### src/rtl/hbuf_pkg.sv
package hbuf_pkg;
   typedef enum logic [0:0] {
      DRN_IDLE = 1'b0,
      DRN_BUSY = 1'b1
   } drain_state_e;
endpackage

### src/rtl/hbuf_line_pick.sv
module hbuf_line_pick #(
   parameter int unsigned LINES  = 16,
   localparam int unsigned LINE_W = $clog2(LINES)
) (
   input  logic [LINES-1:0]  mask,
   output logic              any,
   output logic [LINE_W-1:0] idx,
   output logic              single
);
   always_comb begin
      idx = '0;
      for (int i = LINES - 1; i >= 0; i--) begin
         if (mask[i]) idx = LINE_W'(i);
      end
   end

   assign any    = |mask;
   assign single = any && ((mask & (mask - LINES'(1))) == '0);
endmodule

### src/rtl/hbuf_tag_store.sv
module hbuf_tag_store #(
   parameter int unsigned SLOTS  = 8,
   parameter int unsigned PAGE_W = 20,
   parameter int unsigned LINES  = 16,
   localparam int unsigned SLOT_W = $clog2(SLOTS),
   localparam int unsigned LINE_W = $clog2(LINES)
) (
   input  logic              clk,
   input  logic              rst_n,
   input  logic              ins_en,
   input  logic [SLOT_W-1:0] ins_slot,
   input  logic [PAGE_W-1:0] ins_page,
   input  logic              ins_in_main,
   input  logic              wr_en,
   input  logic [SLOT_W-1:0] wr_slot,
   input  logic [LINE_W-1:0] wr_line,
   input  logic              ev_take,
   input  logic [SLOT_W-1:0] ev_slot,
   output logic              rd_valid,
   output logic [PAGE_W-1:0] rd_page,
   output logic              rd_in_main,
   output logic [LINES-1:0]  rd_dirty
);
   logic [SLOTS-1:0]  valid_q;
   logic [SLOTS-1:0]  inmain_q;
   logic [PAGE_W-1:0] page_q  [SLOTS];
   logic [LINES-1:0]  dirty_q [SLOTS];

   always_ff @(posedge clk) begin
      if (!rst_n) begin
         valid_q  <= '0;
         inmain_q <= '0;
         for (int s = 0; s < SLOTS; s++) begin
            page_q[s]  <= '0;
            dirty_q[s] <= '0;
         end
      end else begin
         for (int s = 0; s < SLOTS; s++) begin
            if (ins_en && (ins_slot == SLOT_W'(s))) begin
               valid_q[s]  <= 1'b1;
               inmain_q[s] <= ins_in_main;
               page_q[s]   <= ins_page;
               dirty_q[s]  <= '0;
            end else if (ev_take && (ev_slot == SLOT_W'(s))) begin
               valid_q[s] <= 1'b0;
               dirty_q[s] <= '0;
            end else if (wr_en && (wr_slot == SLOT_W'(s)) && valid_q[s]) begin
               dirty_q[s][wr_line] <= 1'b1;
            end
         end
      end
   end

   assign rd_valid   = valid_q[ev_slot];
   assign rd_page    = page_q[ev_slot];
   assign rd_in_main = inmain_q[ev_slot];
   assign rd_dirty   = dirty_q[ev_slot];

   assert_wr_sets_dirty_R3: assert property (@(posedge clk) disable iff (!rst_n)
      (wr_en && valid_q[wr_slot] && !(ins_en && ins_slot == wr_slot)
             && !(ev_take && ev_slot == wr_slot))
      |=> dirty_q[$past(wr_slot)][$past(wr_line)]);

   assert_wr_idle_slot_R3: assert property (@(posedge clk) disable iff (!rst_n)
      (wr_en && !valid_q[wr_slot] && !(ins_en && ins_slot == wr_slot))
      |=> !valid_q[$past(wr_slot)]);

   assert_install_clean_R2: assert property (@(posedge clk) disable iff (!rst_n)
      (ins_en) |=> (valid_q[$past(ins_slot)] && dirty_q[$past(ins_slot)] == '0));

   assert_evict_frees_R10: assert property (@(posedge clk) disable iff (!rst_n)
      (ev_take && !(ins_en && ins_slot == ev_slot)) |=> !valid_q[$past(ev_slot)]);
endmodule

### src/rtl/hbuf_drain.sv
module hbuf_drain #(
   parameter int unsigned PAGE_W     = 20,
   parameter int unsigned LINES      = 16,
   parameter bit          LINE_GRAIN = 1'b1,
   localparam int unsigned LINE_W = $clog2(LINES)
) (
   input  logic              clk,
   input  logic              rst_n,
   input  logic              start,
   input  logic              st_valid,
   input  logic [PAGE_W-1:0] st_page,
   input  logic              st_in_main,
   input  logic [LINES-1:0]  st_dirty,
   output logic              busy,
   output logic              wq_valid,
   input  logic              wq_ready,
   output logic [PAGE_W-1:0] wq_page,
   output logic [LINE_W-1:0] wq_line,
   output logic              wq_last
);
   import hbuf_pkg::*;

   drain_state_e      state_q;
   logic [LINES-1:0]  mask_q, mask_d, sel_mask;
   logic [PAGE_W-1:0] page_q;
   logic              any, single, fire;
   logic [LINE_W-1:0] idx;

   generate
      if (LINE_GRAIN) begin : g_line_grain
         assign sel_mask = !st_valid ? '0 : (st_in_main ? st_dirty : '1);
      end else begin : g_page_grain
         assign sel_mask = (!st_valid || (st_in_main && st_dirty == '0)) ? '0 : '1;
      end
   endgenerate

   hbuf_line_pick #(.LINES(LINES)) u_pick (
      .mask   (mask_q),
      .any    (any),
      .idx    (idx),
      .single (single)
   );

   assign fire = wq_valid && wq_ready;

   always_comb begin
      mask_d = mask_q;
      if (start)     mask_d = sel_mask;
      else if (fire) mask_d = mask_q & ~(LINES'(1) << idx);
   end

   always_ff @(posedge clk) begin
      if (!rst_n) begin
         state_q <= DRN_IDLE;
         mask_q  <= '0;
         page_q  <= '0;
      end else begin
         mask_q  <= mask_d;
         state_q <= (mask_d != '0) ? DRN_BUSY : DRN_IDLE;
         if (start) page_q <= st_page;
      end
   end

   assign busy     = (state_q == DRN_BUSY);
   assign wq_valid = busy && any;
   assign wq_page  = page_q;
   assign wq_line  = idx;
   assign wq_last  = wq_valid && single;

   assert_hold_R7: assert property (@(posedge clk) disable iff (!rst_n)
      (wq_valid && !wq_ready) |=> (wq_valid && $stable(wq_page) && $stable(wq_line)
                                   && $stable(wq_last)));

   assert_ascending_R4: assert property (@(posedge clk) disable iff (!rst_n)
      (fire && !wq_last) |=> (wq_valid && wq_line > $past(wq_line)));

   assert_last_ends_R8: assert property (@(posedge clk) disable iff (!rst_n)
      (fire && wq_last) |=> !wq_valid);

   assert_no_start_busy_R9: assert property (@(posedge clk) disable iff (!rst_n)
      wq_valid |-> !start);
endmodule

### src/rtl/hbuf_wb_ctrl.sv
module hbuf_wb_ctrl #(
   parameter int unsigned SLOTS      = 8,
   parameter int unsigned PAGE_W     = 20,
   parameter int unsigned LINES      = 16,
   parameter bit          LINE_GRAIN = 1'b1,
   localparam int unsigned SLOT_W = $clog2(SLOTS),
   localparam int unsigned LINE_W = $clog2(LINES)
) (
   input  logic              clk,
   input  logic              rst_n,
   input  logic              ins_valid,
   input  logic [SLOT_W-1:0] ins_slot,
   input  logic [PAGE_W-1:0] ins_page,
   input  logic              ins_in_main,
   input  logic              hit_valid,
   input  logic [SLOT_W-1:0] hit_slot,
   input  logic [LINE_W-1:0] hit_line,
   input  logic              ev_valid,
   input  logic [SLOT_W-1:0] ev_slot,
   output logic              ev_ready,
   output logic              wq_valid,
   input  logic              wq_ready,
   output logic [PAGE_W-1:0] wq_page,
   output logic [LINE_W-1:0] wq_line,
   output logic              wq_last
);
   generate
      if (SLOTS < 2 || (SLOTS & (SLOTS - 1)) != 0) begin : g_bad_slots
         $error("SLOTS must be a power of two of at least 2");
      end
      if (LINES < 2 || (LINES & (LINES - 1)) != 0) begin : g_bad_lines
         $error("LINES must be a power of two of at least 2");
      end
      if (PAGE_W < 1) begin : g_bad_page
         $error("PAGE_W must be at least 1");
      end
   endgenerate

   logic              ev_take, busy;
   logic              rd_valid, rd_in_main;
   logic [PAGE_W-1:0] rd_page;
   logic [LINES-1:0]  rd_dirty;

   assign ev_ready = !busy;
   assign ev_take  = ev_valid && ev_ready;

   hbuf_tag_store #(.SLOTS(SLOTS), .PAGE_W(PAGE_W), .LINES(LINES)) u_tags (
      .clk         (clk),
      .rst_n       (rst_n),
      .ins_en      (ins_valid),
      .ins_slot    (ins_slot),
      .ins_page    (ins_page),
      .ins_in_main (ins_in_main),
      .wr_en       (hit_valid),
      .wr_slot     (hit_slot),
      .wr_line     (hit_line),
      .ev_take     (ev_take),
      .ev_slot     (ev_slot),
      .rd_valid    (rd_valid),
      .rd_page     (rd_page),
      .rd_in_main  (rd_in_main),
      .rd_dirty    (rd_dirty)
   );

   hbuf_drain #(.PAGE_W(PAGE_W), .LINES(LINES), .LINE_GRAIN(LINE_GRAIN)) u_drain (
      .clk        (clk),
      .rst_n      (rst_n),
      .start      (ev_take),
      .st_valid   (rd_valid),
      .st_page    (rd_page),
      .st_in_main (rd_in_main),
      .st_dirty   (rd_dirty),
      .busy       (busy),
      .wq_valid   (wq_valid),
      .wq_ready   (wq_ready),
      .wq_page    (wq_page),
      .wq_line    (wq_line),
      .wq_last    (wq_last)
   );

   assert_ready_low_R9: assert property (@(posedge clk) disable iff (!rst_n)
      wq_valid |-> !ev_ready);

   assert_last_valid_R8: assert property (@(posedge clk) disable iff (!rst_n)
      wq_last |-> wq_valid);

   assert_install_quiet_R2: assert property (@(posedge clk) disable iff (!rst_n)
      (ins_valid && !wq_valid && !ev_take) |=> !wq_valid);

   assert_page_kept_R12: assert property (@(posedge clk) disable iff (!rst_n)
      (wq_valid && wq_ready && !wq_last) |=> $stable(wq_page));
endmodule

### config.mk
export PLATFORM = sky130hd
export DESIGN_NAME = hbuf_wb_ctrl
export DESIGN_NICKNAME = d
export VERILOG_FILES = /design/src/rtl/hbuf_pkg.sv /design/src/rtl/hbuf_line_pick.sv /design/src/rtl/hbuf_tag_store.sv /design/src/rtl/hbuf_drain.sv /design/src/rtl/hbuf_wb_ctrl.sv
export SDC_FILE = /design/constraint.sdc
export NUM_CORES = 1
export LEC_CHECK = 0
export BUFFER_PORTS_ARGS = -buffer_cell sky130_fd_sc_hd__buf_2
export CAP_MARGIN = 40
export CORE_MARGIN = 4
export CORE_UTILIZATION = 62
export DETAILED_ROUTE_END_ITERATION = 12
export PLACE_DENSITY = 0.76
export SYNTH_ARGS = -nofsm -noshare
export SYNTH_HDL_FRONTEND = slang
export SYNTH_HIERARCHICAL = 1
export SYNTH_SLANG_ARGS = --single-unit
export TNS_END_PERCENT = 30
### constraint.sdc
create_clock -name clk -period 3.1 [get_ports clk]
set_clock_uncertainty 0.05 [all_clocks]
set_input_delay 0.31 -clock clk [delete_from_list [all_inputs] [get_ports clk]]
set_output_delay 0.31 -clock clk [all_outputs]
set_load 0.01 [all_outputs]
* Word-level counts from Yosys, hierarchy flattened
Memory sizes are Yosys's and may differ from the RTL's. A register that Yosys moved wholly into a read port is not among the register bits.
Index checks and enable logic that the tools add are counted.
** Word-level totals
- Memories :: 2
- Output and inout bits :: 27
- Flip-flop bits (word level) :: 33
- Bits of input ports :: 40
- Bits in writable memories :: 288
- Word-level logic and storage cells :: 547
** Memory list
- u_tags.page_q :: words 8, bits a word 20, read ports 1, clocked after Yosys merged registers in 1, wr ports 8, line hbuf_tag_store.sv:26 : logic [PAGE_W-1:0] page_q [SLOTS];
- u_tags.dirty_q :: words 8, bits a word 16, read ports 1, clocked after Yosys merged registers in 0, wr ports 8, line hbuf_tag_store.sv:27 : logic [LINES-1:0] dirty_q [SLOTS];
** Cells by class
- Reduce and logical (&&, ||, !) cells :: 54
- Equal/unequal tests :: 21
- Bitwise logic cells :: 155
- Magnitude comparators :: 3
- Shift-type cells :: 1
- Mux-type cells :: 292
- Add/sub/neg operators :: 1
** Operators with widths (count)
- $mux W16 :: 28
- $mux W1 :: 237
- $mux W20 :: 8
- $or A1 B1 Y1 :: 152
- $mux W4 :: 16
- $logic_and A1 B1 Y1 :: 38
- $eq A3 B3 Y1 const B :: 12
- $and A16 B16 Y16 :: 2
- $eq A3 B2 Y1 const B :: 6
- $logic_not A16 Y1 :: 1
- $not A16 Y16 :: 1
- $reduce_bool A16 Y1 :: 1
- $reduce_bool A2 Y1 :: 8
- $reduce_or A16 Y1 :: 1
- $shl A1 B4 Y16 const A :: 1
- $sub A16 B1 Y16 const B :: 1
- $eq A3 B1 Y1 const B :: 3
- $logic_not A3 Y1 :: 3
- $bmux W1 S3 :: 2
- $lt A4 B5 Y1 const B :: 1
- $demux W1 S4 :: 1
- $ge A4 B1 Y1 const B :: 1
- $lt A3 B4 Y1 const B :: 1
- $logic_not A1 Y1 :: 2

* Logic depth before layout (Yosys ltp)
Gate-level depths: netlist (run 1).
- Word-level depth :: 23
- Gate-level depth with buffers :: 13
- Gate-level depth less buffers :: 10

* Modules after synthesis
Netlist (run 1), hierarchy kept.
** Modules (own cells, without submodules)
- hbuf_tag_store :: seq. area each 8968.6 µm², area each 14267.4 µm², times used 1, cells an instance 1212
- hbuf_drain :: seq. area each 740.7 µm², area each 1694.1 µm², times used 1, cells an instance 191
- hbuf_line_pick :: seq. area each 0.0 µm², area each 327.8 µm², times used 1, cells an instance 51
- hbuf_wb_ctrl :: seq. area each 0.0 µm², area each 10.0 µm², times used 1, cells an instance 2

* Worst setup path after synthesis (run 1)
OpenSTA, ideal clock, no wires.
- Path kind :: input port to flip-flop
- Start point :: input ev_slot[1]
- End point :: register u_drain.state_q (netlist: u_drain/busy)
- Buffers on the path :: 5
- Setup time :: 0.139 ns
- Setup slack :: 0.537 ns
- Stages on the path :: 12
- Data required time :: 2.911 ns
- Arrival time :: 2.374 ns
- Path through :: buf_2 > buf_4 > buf_4 > buf_4 > a22o_1 > a211oi_1 > inv_2 > clkbuf_1 > nor2_1 > o32ai_1 > nor4_1 > a41oi_1
** Between the ends
- Longest elaborated chain between the ends :: 7
- Elaborated cells between the ends (all ways) :: 10
** RTL lines
- start: declaration :: line hbuf_wb_ctrl.sv:19 : input logic [SLOT_W-1:0] ev_slot,
- $bmux W1 S3 :: line hbuf_tag_store.sv:56 : assign rd_in_main = inmain_q[ev_slot];
- $mux W1 (not written as such) :: line hbuf_tag_store.sv:56
- net rd_in_main :: line hbuf_wb_ctrl.sv:40 : logic rd_valid, rd_in_main;
- $mux W16 (2 in series) :: line hbuf_drain.sv:31 : assign sel_mask = !st_valid ? '0 : (st_in_main ? st_dirty : '1);
- $mux W16 :: line hbuf_drain.sv:48 : if (start) mask_d = sel_mask;
- $reduce_bool A16 Y1 :: line hbuf_drain.sv:59 : state_q <= (mask_d != '0) ? DRN_BUSY : DRN_IDLE;
- $mux W1 :: line hbuf_drain.sv:59
- end signal: assignment :: line hbuf_drain.sv:59
- end: declaration :: line hbuf_drain.sv:23 : drain_state_e state_q;
The timed path passes the listed nets, and every way through them passes these cells. The select of a mux whose other input is x is not followed.
A chain may end at the register's enable or synchronous reset.

* Worst setup path in the final report (run 1)
- Start point :: register u_drain.mask_q[15]
- End point :: register u_drain.state_q (netlist: u_drain/busy)
** Between the ends
- Longest elaborated chain between the ends :: 23
- Elaborated cells between the ends (all ways) :: 26
** RTL lines
- start: declaration :: line hbuf_drain.sv:24 : logic [LINES-1:0] mask_q, mask_d, sel_mask;
- start signal: assignment :: line hbuf_drain.sv:58 : mask_q <= mask_d;
- $mux W4 (16 in series) :: line hbuf_line_pick.sv:13 : if (mask[i]) idx = LINE_W'(i);
- $shl A1 B4 Y16 :: line hbuf_drain.sv:49 : else if (fire) mask_d = mask_q & ~(LINES'(1) << idx);
- $not A16 Y16 :: line hbuf_drain.sv:49
- $and A16 B16 Y16 :: line hbuf_drain.sv:49
- $mux W16 (*) :: line hbuf_drain.sv:49
- $mux W16 (*) :: line hbuf_drain.sv:48
- $reduce_bool A16 Y1 (*) :: line hbuf_drain.sv:59
- $mux W1 (*) :: line hbuf_drain.sv:59
Mark *: on every way between the ends. The rest lies on a longest branch, timed or not.

==> reports/qor.yml, run 1 <==
power:
  powerDensity_nw_per_um2: 598
  power.share.switching_pct: 23.8
  p_leak_uw: 0.00648
  clkPwrFrac_pct: 39.7
  peakVddDrop_mv: 0.529
  internal-power_uw: 8280
  comb_power_share_pct: 10.9
  switchingPower_uw: 2580
  seq_power_share_pct: 49.4
placed_design:
  dp_hpwl_um: 28200
  dp_cells: 1795
  place_congestion: 0.904
  buffer_ports.inserted: 66
finish:
  utilization_pct: 69.9
  final_nets: 1538
  synthToLayoutAreaGrowth_pct: 11.4
  drive_gt1_share_pct: 18.9
  number_of_antenna_diodes: 0
  stdcell_count: 1861
logic_synthesis:
  synthesis.instances: 1456
  ffs_latches_synth: 341
  synth_fa_ha_area_share_pct: 0
  xor_xnor_share_of_the_synthesized_area_pct: 0.0537
  post_synth_edffs: 288
  ranking_of_synthesized_cells_by_area: "sky130_fd_sc_hd__edfxtp_1, sky130_fd_sc_hd__nor2_1, sky130_fd_sc_hd__dfxtp_1"
  register_area_share_after_synthesis_pct: 59.6
  post-synth-top-count-cell: "sky130_fd_sc_hd__nor2_1"
  post_synth_instance_area_um2: 16300
  yosys-top-cells-count: "sky130_fd_sc_hd__nor2_1, sky130_fd_sc_hd__edfxtp_1, sky130_fd_sc_hd__o21ai_0"
  synthArstFlopShare_pct: 0
  synth_simple_gate_area_share_pct: 14.1
  ys_dominant_reg_cell: "sky130_fd_sc_hd__edfxtp_1"
  number_of_library_cell_types_mapped_by_synthesis: 73
  synth_top_family_by_area: "simple AND/OR/NAND/NOR gates"
  synthesis.area_per_instance_um2: 11.2
  synth_nets: 1496
  synth_top_cell_by_area: "sky130_fd_sc_hd__edfxtp_1"
  share_of_synthesized_area_spent_on_multiplexers_pct: 8.21
  synth_top_area_share_pct: 53.1
  share_of_the_synthesized_area_in_compound_gates_ao_oa_aoi_oai_pct: 13.8
  yosys_warnings: 6
detailed_routing:
  number_of_violations_reported_at_the_end_of_detailed_routing_iteration_0: 1887
  ant_nets: 0
  drt_pre_antenna_iters: 5
  routed_via_density: 6.59
  detailroute.via_count: 12300
  routed_wire_length_per_instance_um: 24.1
  drc: 0
  wirelength_um: 44800
critical_path:
  timing.critical_path.cells: "nor2_1, nor3_1, o31ai_1, a211oi_1, o31a_1, nand4_1, o311ai_1, o21ai_0, nor4_1, a41oi_1"
  cp.arrival_ps: 3110
  worst_setup_path_end_kind: "register"
  setup.worst_path.class: "reg -> reg"
  cp_slowest_cell: "sky130_fd_sc_hd__dfxtp_1"
  worst-path-max-fanout: 7
  crit_path_max_cell_delay_ps: 400
  cp_data_required_time_ps: 3410
  timing.critical_path.from_type: "register"
clock_tree:
  cts-hold-fix-buffers: 0
  cts_max_path_buffers: 3
  worstSkewPairLatency_ps: 520
  postCtsSetupRepairBufs: 0
  cts_repair_resize_count: 0
  cts-buffers-inserted: 36
  cts_tree: "built"
  cts.root.buffer_cell: "sky130_fd_sc_hd__clkbuf_16"
  tritoncts_num_sinks: 341
  cts.reportedPaths.clkPinSlew_ps: 60
  cts-htree-levels: 2
floorplanning:
  io-pin-count: 67
  initial_utilization_pct: 62.7
  floorplan.die_area_um2: 28900
  die_w_um: 170
  core_um2: 26000
  row_count: 59
  chipHeight_um: 170
worst_hold_path:
  holdCritPathClass: "in -> reg"
sta:
  fmaxAchievable_mhz: 358
  slew_violations: 0
  worst-slew-pin-transition_ps: 852
  final.period_utilization_pct: 90.1
  setup_repair_after_global_routing_missed_its_margin: "false"
  max-slew-margin-rel_pct: 43.0
  setup_viol: 0
  timing.final.crit_period_ps: 2790
  final-hold-violation-count: 0
  fin_setup_tns_ps: 0
global_route:
  first_global_vias: 12000
  first_pass_grt_wire_length_um: 68600
  antenna_violations_before_repair: 2
  largest_net_degree_at_the_start_of_global_routing: 60
  gr-usage-all-layers_pct: 30.9
  overflow: 0
outcome:
  status: "finished, final reports clean"
job:
  drv.max_cap_violation_count: 0
## worst paths after layout
| check | startpoint | endpoint | slack, ps | cells past startpoint |
|---|---|---|---|---|
| hold reg to reg | u_tags/valid_q[7]$_SDFFE_PN0P_ | u_tags/valid_q[7]$_SDFFE_PN0P_ | 430 | 2 |
| setup reg to reg | u_drain/mask_q[15]$_SDFF_PN0_ | u_drain/busy$_SDFF_PN0_ | 310 | 10 |
| hold / removal | rst_n | u_tags/valid_q[4]$_SDFFE_PN0P_ | 120 | 2 |
| setup / recovery | u_drain/mask_q[15]$_SDFF_PN0_ | u_drain/busy$_SDFF_PN0_ | 310 | 10 |
## layout by cell type, fill, tap and decap left out, types with 3 or more instances in the layout
cell and instances:
sky130_fd_sc_hd__nor2_1 306, sky130_fd_sc_hd__o2111ai_2 5, sky130_fd_sc_hd__nand2b_1 8, sky130_fd_sc_hd__clkbuf_8 3, sky130_fd_sc_hd__nand4bb_1 3, sky130_fd_sc_hd__a221oi_1 5
sky130_fd_sc_hd__nand4_1 7, sky130_fd_sc_hd__o21bai_1 3, sky130_fd_sc_hd__edfxtp_1 288, sky130_fd_sc_hd__nor2b_1 42, sky130_fd_sc_hd__nand2_1 58, sky130_fd_sc_hd__nand4b_1 4
sky130_fd_sc_hd__nand3b_1 4, sky130_fd_sc_hd__o22ai_1 68, sky130_fd_sc_hd__and3_1 4, sky130_fd_sc_hd__nor3_1 7, sky130_fd_sc_hd__mux2i_1 38, sky130_fd_sc_hd__nand3_1 10
sky130_fd_sc_hd__buf_2 65, sky130_fd_sc_hd__bufinv_16 3, sky130_fd_sc_hd__mux2_2 81, sky130_fd_sc_hd__clkinv_2 6, sky130_fd_sc_hd__buf_4 53, sky130_fd_sc_hd__clkbuf_16 38
sky130_fd_sc_hd__a21oi_1 10, sky130_fd_sc_hd__o211ai_1 4, sky130_fd_sc_hd__o211a_1 5, sky130_fd_sc_hd__nor4_1 8, sky130_fd_sc_hd__inv_1 32, sky130_fd_sc_hd__a211oi_1 54
sky130_fd_sc_hd__a21boi_0 9, sky130_fd_sc_hd__o32ai_1 6, sky130_fd_sc_hd__and2_1 16, sky130_fd_sc_hd__clkbuf_1 15, sky130_fd_sc_hd__o21ai_0 137, sky130_fd_sc_hd__o21ai_2 10
sky130_fd_sc_hd__buf_12 3, sky130_fd_sc_hd__dfxtp_1 53
## critical path, delay by kind of cell, from the launching register on
family	cells	cell delay (ps)
AO/OA/AOI/OAI	6	1360
AND/OR/NAND/NOR	4	850
flip-flops	1	400
## layer usage
layer  track usage (%)  share of wire (%)  vias to the layer above  routed length, um
li1                  -                  -                     5418                  -
met4              9.86                3.4                        4               1520
met5                 0              0.085                        -                 38
met2              48.2                 46                      808              20500
met1              43.9                 39                     5909              17300
met3              6.69                 12                      134               5470
## flip-flops by register name (all words and copies together), names as in the netlist
name	count
u_tags/page_q	160
u_tags/dirty_q	128
u_drain/wq_page	20
u_drain/mask_q	16
u_tags/inmain_q	8
u_tags/valid_q	8
u_drain/busy	1
## power by group through the flow
| stage | clock network (uW) | logic, uW | registers [uW] |
|---|---|---|---|
| final | 4310 | 1180 | 5370 |
| after global routing | 4550 | 1270 | 5390 |
| after CTS | 4340 | 1160 | 5370 |
| after detailed placement | 0 | 1150 | 5460 |
| after global placement | 0 | 1130 | 5440 |
| after floorplan | 0 | 754 | 5440 |
## logic make-up (layout without fill, tap and decap cells)
family / Yosys count / count (layout)
and+or+nand+nor: 498 / 498
AOI/OAI and AO/OA: 342 / 342
DFF: 341 / 341
buffers and inverters: 153 / 223
muxes: 121 / 121
xor gates and xnor gates: 1 / 1
## metrics by stage
| stage | instance area [um2] | hold slack, ps | worst slack (ps) | total power (uW) |
|---|---|---|---|---|
| 5_1_grt | 18200 | 138 | 12.1 | 11200 |
| 3_3_place_gp | 17000 | 412 | 340 | 6570 |
| 2_1_floorplan | 16300 | 382 | 537 | 6200 |
| 4_1_cts | 18100 | 116 | 247 | 10900 |
| 3_5_place_dp | 17000 | 422 | 271 | 6610 |
| 6_report | 18200 | 119 | 306 | 10900 |
## layout make-up
cell class / instances / area, um2
Fill cell: 1880 / 7830
Clock inverter: 10 / 136
Tap cell: 335 / 419
Sequential cell: 341 / 9710
Clock buffer: 56 / 1050
Inverter: 35 / 131
Timing Repair Buffer: 122 / 795
Multi-Input combinational cell: 962 / 5920
Note: power is estimated with default switching activity, not from simulation.
==> inputs of run 2 (changes only) <==
- CELL_PAD_IN_SITES_DETAIL_PLACEMENT: default -> 0
- CELL_PAD_IN_SITES_GLOBAL_PLACEMENT: default -> 2
- CORE_MARGIN: 4 -> 2
- CORE_UTILIZATION: 62 -> 42
==> reports/qor.yml, run 2 (synthesis gave the netlist of run 1 again) <==
critical_path:
  rr_endpoint: "u_drain/busy$_SDFF_PN0_"
  largest_delay_share_family_worst_path: "compound AO/OA/AOI/OAI gates"
  cp_data_required_time_ps: 3470  # +60 ps
  worstPathBufferInverterCount: 0  # unchanged
  worst-path-max-fanout: 7  # unchanged
  timing.critical_path.from_type: "register"
  cp_slowest_cell: "sky130_fd_sc_hd__dfxtp_1"
  cp.arrival_ps: 3170  # +60 ps
  r2r_cells: 10  # unchanged
  crit-reg2reg-launch: "u_drain/mask_q[15]$_SDFF_PN0_"
  setup.reg_to_reg.worst_slack_ps: 300  # about the same
  crit_path_max_cell_delay_ps: 440  # +40 ps
  timing.critical_path.cells: "nor2_1, nor3_1, o31ai_1, a211oi_1, o31a_1, nand4_1, o311ai_1, o21ai_0, nor4_1, a41oi_1"
  worst_setup_path_end_kind: "register"
  setup.worst_path.class: "reg -> reg"
clock_tree:
  cts-buffers-inserted: 39  # +8.3%
  cts_max_path_buffers: 3  # unchanged
  cts-htree-levels: 2  # unchanged
  cts.root.buffer_cell: "sky130_fd_sc_hd__clkbuf_16"
  worstSkewPairLatency_ps: 570  # +50 ps
  cts-hold-fix-buffers: 0  # unchanged
  tritoncts_num_sinks: 341  # unchanged
  postCtsSetupRepairBufs: 0  # unchanged
  cts_repair_resize_count: 0  # unchanged
  cts.reportedPaths.clkPinSlew_ps: 60  # about the same
  cts_tree: "built"
global_route:
  gr-usage-all-layers_pct: 24.4  # -6.5 points
  first_pass_grt_wire_length_um: 74100  # +8.0%
  largest_net_degree_at_the_start_of_global_routing: 52  # -13%
  overflow: 0  # unchanged
  first_global_vias: 11700  # -2.8%
  antenna_violations_before_repair: 2  # unchanged
sta:
  timing.final.crit_period_ps: 2800  # +2.06 ps
  setup_viol: 0  # unchanged
  fmaxAchievable_mhz: 358  # about the same
  timing.final.ws_setup_ps: 304  # -2.06 ps
  setup_repair_after_global_routing_missed_its_margin: "false"
  worst-slew-pin-transition_ps: 846  # -6.70 ps
  final.period_utilization_pct: 90.2  # about the same
  slew_violations: 0  # unchanged
  max-slew-margin-rel_pct: 43.5  # +0.45 points
  fin_setup_tns_ps: 0  # unchanged
  final-hold-violation-count: 0  # unchanged
detailed_routing:
  drc: 0  # unchanged
  detailroute.via_count: 11900  # -3.2%
  number_of_violations_reported_at_the_end_of_detailed_routing_iteration_0: 1072  # -43%
  routed_via_density: 5.76  # -13%
  drt_pre_antenna_iters: 7  # +2
  routed_wire_length_per_instance_um: 23.7  # -1.4%
  ant_nets: 0  # unchanged
  wirelength_um: 49000  # +9.3%
placed_design:
  buffer_ports.inserted: 66  # unchanged
  dp_hpwl_um: 31900  # +13%
  place_congestion: 0.793  # -12%
  pre_cts_setup_slack_ps: 289  # +17.3 ps
finish:
  final_nets: 1555  # +1.1%
  largest_register_by_flop_count: "u_tags/page_q"
  synthToLayoutAreaGrowth_pct: 13.9
  number_of_antenna_diodes: 0  # unchanged
  most-common-layout-cells: "sky130_fd_sc_hd__nor2_1, sky130_fd_sc_hd__edfxtp_1, sky130_fd_sc_hd__o21ai_0"
  mostFrequentLayoutCell: "sky130_fd_sc_hd__nor2_1"
  drive_gt1_share_pct: 19.6  # +0.66 points
  largest_register_ffs: 160  # unchanged
floorplanning:
  initial_utilization_pct: 42.4  # -20 points
  io-pin-count: 67  # unchanged
  die_w_um: 201  # +18%
  chipHeight_um: 201  # +18%
  core_um2: 38500  # +48%
  row_count: 72  # +22%
  floorplan.die_area_um2: 40400  # +40%
worst_hold_path:
  hold_depth: 2  # unchanged
  holdCritPathClass: "in -> reg"
  min_to: "u_tags/valid_q[0]$_SDFFE_PN0P_"
  timing.hold.worst.start: "rst_n"
power:
  powerDensity_nw_per_um2: 600  # +0.30%
  p_leak_uw: 0.00658  # +1.5%
  report.power.total_uw: 11100  # +2.6%
  peakVddDrop_mv: 0.473  # -11%
outcome:
  status: "finished, final reports clean"
job:
  drv.max_cap_violation_count: 0  # unchanged
-- run 2: cell count changes in the layout (fill, tap and decap cells not counted), sizes merged --
cell	delta
buf	+14
clkinv	+7
clkbuf	-3
clkinvlp	+1
inv	+1
-- run 2: how the worst max path moves through the flow --
stage | end | start | slack (ps) | cells past startpoint
floorplan | u_drain/busy$_SDFF_PN0_ | ev_slot[1] | 540 | 12
global placement | u_drain/busy$_SDFF_PN0_ | ev_slot[1] | 210 | 10
detailed placement | u_drain/busy$_SDFF_PN0_ | ev_slot[2] | 290 | 11
CTS | u_drain/busy$_SDFF_PN0_ | u_drain/mask_q[15]$_SDFF_PN0_ | 310 | 10
global route | u_drain/busy$_SDFF_PN0_ | u_drain/mask_q[15]$_SDFF_PN0_ | 10 | 10
finish | u_drain/busy$_SDFF_PN0_ | u_drain/mask_q[15]$_SDFF_PN0_ | 300 | 10
-- run 2: power breakdown --
| part | leakage, uW | total [uW] | switching (uW) | internal, uW |
|---|---|---|---|---|
| Sequential | 0.00332 | 5360 | 94.4 | 5270 |
| Clock | 0.000610 | 4560 | 1880 | 2680 |
| Combinational | 0.00264 | 1220 | 779 | 438 |
-- run 2: layout make-up --
| type | count | area [um2] |
|---|---|---|
| Timing Repair Buffer | 136 | 897 |
| Inverter | 35 | 131 |
| Sequential cell | 341 | 9710 |
| Clock buffer | 53 | 1070 |
| Multi-Input combinational cell | 962 | 5910 |
| Tap cell | 518 | 648 |
| Fill cell | 3583 | 19900 |
| Clock inverter | 19 | 200 |
-- run 2: metrics by stage --
step / instance area, um2 / std cells / hold slack [ps] / util [%]
after detailed placement: 17300 / 1991 / 430 / 45.0
after CTS: 18600 / 2063 / 70.0 / 48.3
after global routing: 18600 / 2064 / 89.2 / 48.3
after global placement: 17300 / 1991 / 417 / 45.0
after floorplan: 16300 / 1456 / 382 / -
final: 18600 / 2064 / 86.7 / 48.3
-- run 2: metal layers --
metal,vias to the layer above,global-route usage (%),share of wire [%]
met1,5947,35.2,46
li1,5465,-,-
met2,385,37.8,45
met5,-,0,0.055
met4,4,7.59,2.5
met3,82,3.99,6.4
==> inputs of run 3 (changes only) <==
- CORE_ASPECT_RATIO: default -> 0.5
==> reports/qor.yml, run 3 (synthesis gave the netlist of run 1 again) <==
sta:
  max-slew-margin-rel_pct: 41.5  # -1.9 points
  final-hold-violation-count: 0  # unchanged
  slew_violations: 0  # unchanged
  holdWs_ps: 112  # +25.7 ps
  timing.final.ws_setup_ps: 258  # -45.8 ps
  fin_setup_tns_ps: 0  # unchanged
  fmaxAchievable_mhz: 352  # -1.6%
  final.period_utilization_pct: 91.7  # +1.5 points
  timing.final.crit_period_ps: 2840  # +45.8 ps
  setup_repair_after_global_routing_missed_its_margin: "false"
  setup_viol: 0  # unchanged
  worst-slew-pin-transition_ps: 877  # +31.3 ps
detailed_routing:
  routed_via_density: 5.82  # +1.1%
  routed-wl-met2_um: 22600  # +2.7%
  number_of_violations_reported_at_the_end_of_detailed_routing_iteration_0: 1271  # +19%
  top_layer: "met4"
  detailroute.via_count: 12000  # +0.73%
  drt_pre_antenna_iters: 5  # -2
  wirelength_um: 49800  # +1.5%
  drc: 0  # unchanged
  routed_wire_length_per_instance_um: 24.2  # +1.9%
  met3WireLength_um: 3090  # -1.2%
  ant_nets: 0  # unchanged
  met1_length_um: 23000  # +1.9%
critical_path:
  cp_slowest_cell: "sky130_fd_sc_hd__dfxtp_1"
  worst_setup_path_end_kind: "register"
  crit_path_max_cell_delay_ps: 430  # about the same
  cp_data_required_time_ps: 3430  # -40 ps
  crit-reg2reg-launch: "u_drain/mask_q[15]$_SDFF_PN0_"
  timing.critical_path.from_type: "register"
  setup.reg_to_reg.worst_slack_ps: 260  # -50 ps
  cp.arrival_ps: 3170  # about the same
  setup.worst_path.class: "reg -> reg"
  worst-path-max-fanout: 7  # unchanged
  timing.critical_path.cells: "nor2_1, nor3_1, o31ai_1, a211oi_1, o31a_1, nand4_1, o311ai_1, o21ai_0, nor4_1, a41oi_1"
  cp-startpoint: "u_drain/mask_q[15]$_SDFF_PN0_"
placed_design:
  buffer_ports.inserted: 66  # unchanged
  pre_cts_setup_slack_ps: 246  # -42.8 ps
  dp_hpwl_um: 32300  # +1.1%
  dp_cells: 1997  # +0.30%
  place_congestion: 0.846  # +6.6%
clock_tree:
  cts-hold-fix-buffers: 0  # unchanged
  tritoncts_num_sinks: 341  # unchanged
  cts_tree: "built"
  worstSkewPairLatency_ps: 530  # -40 ps
  postCtsSetupRepairBufs: 0  # unchanged
  cts.reportedPaths.clkPinSlew_ps: 70  # about the same
  cts-buffers-inserted: 34  # -13%
  cts_repair_resize_count: 0  # unchanged
  cts_max_path_buffers: 3  # unchanged
  cts.root.buffer_cell: "sky130_fd_sc_hd__clkbuf_16"
  cts-htree-levels: 2  # unchanged
outcome:
  status: "finished, final reports clean"
power:
  powerDensity_nw_per_um2: 578  # -3.7%
  peakVddDrop_mv: 0.326  # -31%
  p_leak_uw: 0.00651  # -1.0%
finish:
  mostFrequentLayoutCell: "sky130_fd_sc_hd__nor2_1"
  sequential_cell_area_um2: 9710  # unchanged
  largest_register_ffs: 160  # unchanged
  stdcell_count: 2056  # -0.39%
  synthToLayoutAreaGrowth_pct: 12.9
  most-common-layout-cells: "sky130_fd_sc_hd__nor2_1, sky130_fd_sc_hd__edfxtp_1, sky130_fd_sc_hd__o21ai_0"
  final_nets: 1553  # -0.13%
  utilization_pct: 48.7  # +0.43 points
  multi_input_gate_area_in_the_final_layout_um2: 5910  # unchanged
  drive_gt1_share_pct: 19.7  # +0.13 points
  largest_register_by_flop_count: "u_tags/page_q"
  number_of_antenna_diodes: 0  # unchanged
  fillers: 3500  # -2.3%
floorplanning:
  io-pin-count: 67  # unchanged
  row_count: 50  # -31%
  floorplan.die_area_um2: 40500  # +0.24%
  initial_utilization_pct: 43.1  # +0.76 points
  die_w_um: 283  # +41%
  chipHeight_um: 143  # -29%
  core_um2: 37800  # -1.8%
global_route:
  antenna_violations_before_repair: 0  # -2
  first_global_vias: 11900  # +1.6%
  largest_net_degree_at_the_start_of_global_routing: 53  # +1.9%
  overflow: 0  # unchanged
  first_pass_grt_wire_length_um: 74200  # about the same
  gr-usage-all-layers_pct: 24.9  # +0.46 points
worst_hold_path:
  timing.hold.worst.start: "ins_in_main"
  holdCritPathClass: "in -> reg"
job:
  drv.max_cap_violation_count: 0  # unchanged
==> run 3: cell types whose count changed in the layout (fill, tap and decap cells not counted), moves of 2 or more <==
cell | before | now
sky130_fd_sc_hd__buf_4 | 66 | 69
sky130_fd_sc_hd__clkinv_2 | 2 | 8
sky130_fd_sc_hd__clkbuf_16 | 39 | 35
sky130_fd_sc_hd__clkbuf_8 | 4 | 2
sky130_fd_sc_hd__clkinv_1 | 11 | 1
==> run 3: path summary, 6_finish.rpt <==
check                                    end  cells past startpoint
min reg2reg  u_drain/wq_page[6]$_SDFFE_PN0P_                      2
max                  u_drain/busy$_SDFF_PN0_                     10
max reg2reg          u_drain/busy$_SDFF_PN0_                     10
min          u_tags/inmain_q[1]$_SDFFE_PN0P_                      3
==> run 3: final cells by class <==
| cell class | instances | share of cell area (%) |
|---|---|---|
| repair buffers | 139 | 5.09 |
| clock buffers | 47 | 5.11 |
| inverters | 35 | 0.714 |
| clock inverters | 12 | 0.639 |
| flip-flops and latches | 341 | 52.8 |
| well taps | 520 | 3.54 |
| multi-input cells | 962 | 32.1 |
==> run 3: per-stage QoR <==
stage	total power [uW]	instance area, um2
4_1_cts	10700	18400
3_3_place_gp	6650	17300
5_1_grt	11000	18400
6_report	10600	18400
2_1_floorplan	6200	16300
3_5_place_dp	6680	17300
==> run 3: critical path, delay by kind of cell, from the launching register on <==
kind	cells	cell delay, ps
AOI/OAI and AO/OA	6	1270
and+or+nand+nor	4	950
DFF	1	430
==> run 3: routing by layer <==
| layer | track usage [%] | vias to the layer above |
|---|---|---|
| li1 | - | 5455 |
| met1 | 35.4 | 6045 |
| met2 | 40.4 | 390 |
| met3 | 3.72 | 80 |
| met4 | 5.74 | 0 |
| met5 | 0 | - |
==> run 3: where the power goes <==
part / internal [uW] / switching (uW)
Clock: 2300 / 1750
Sequential: 5260 / 101
Combinational: 443 / 779
Total: 8010 / 2630
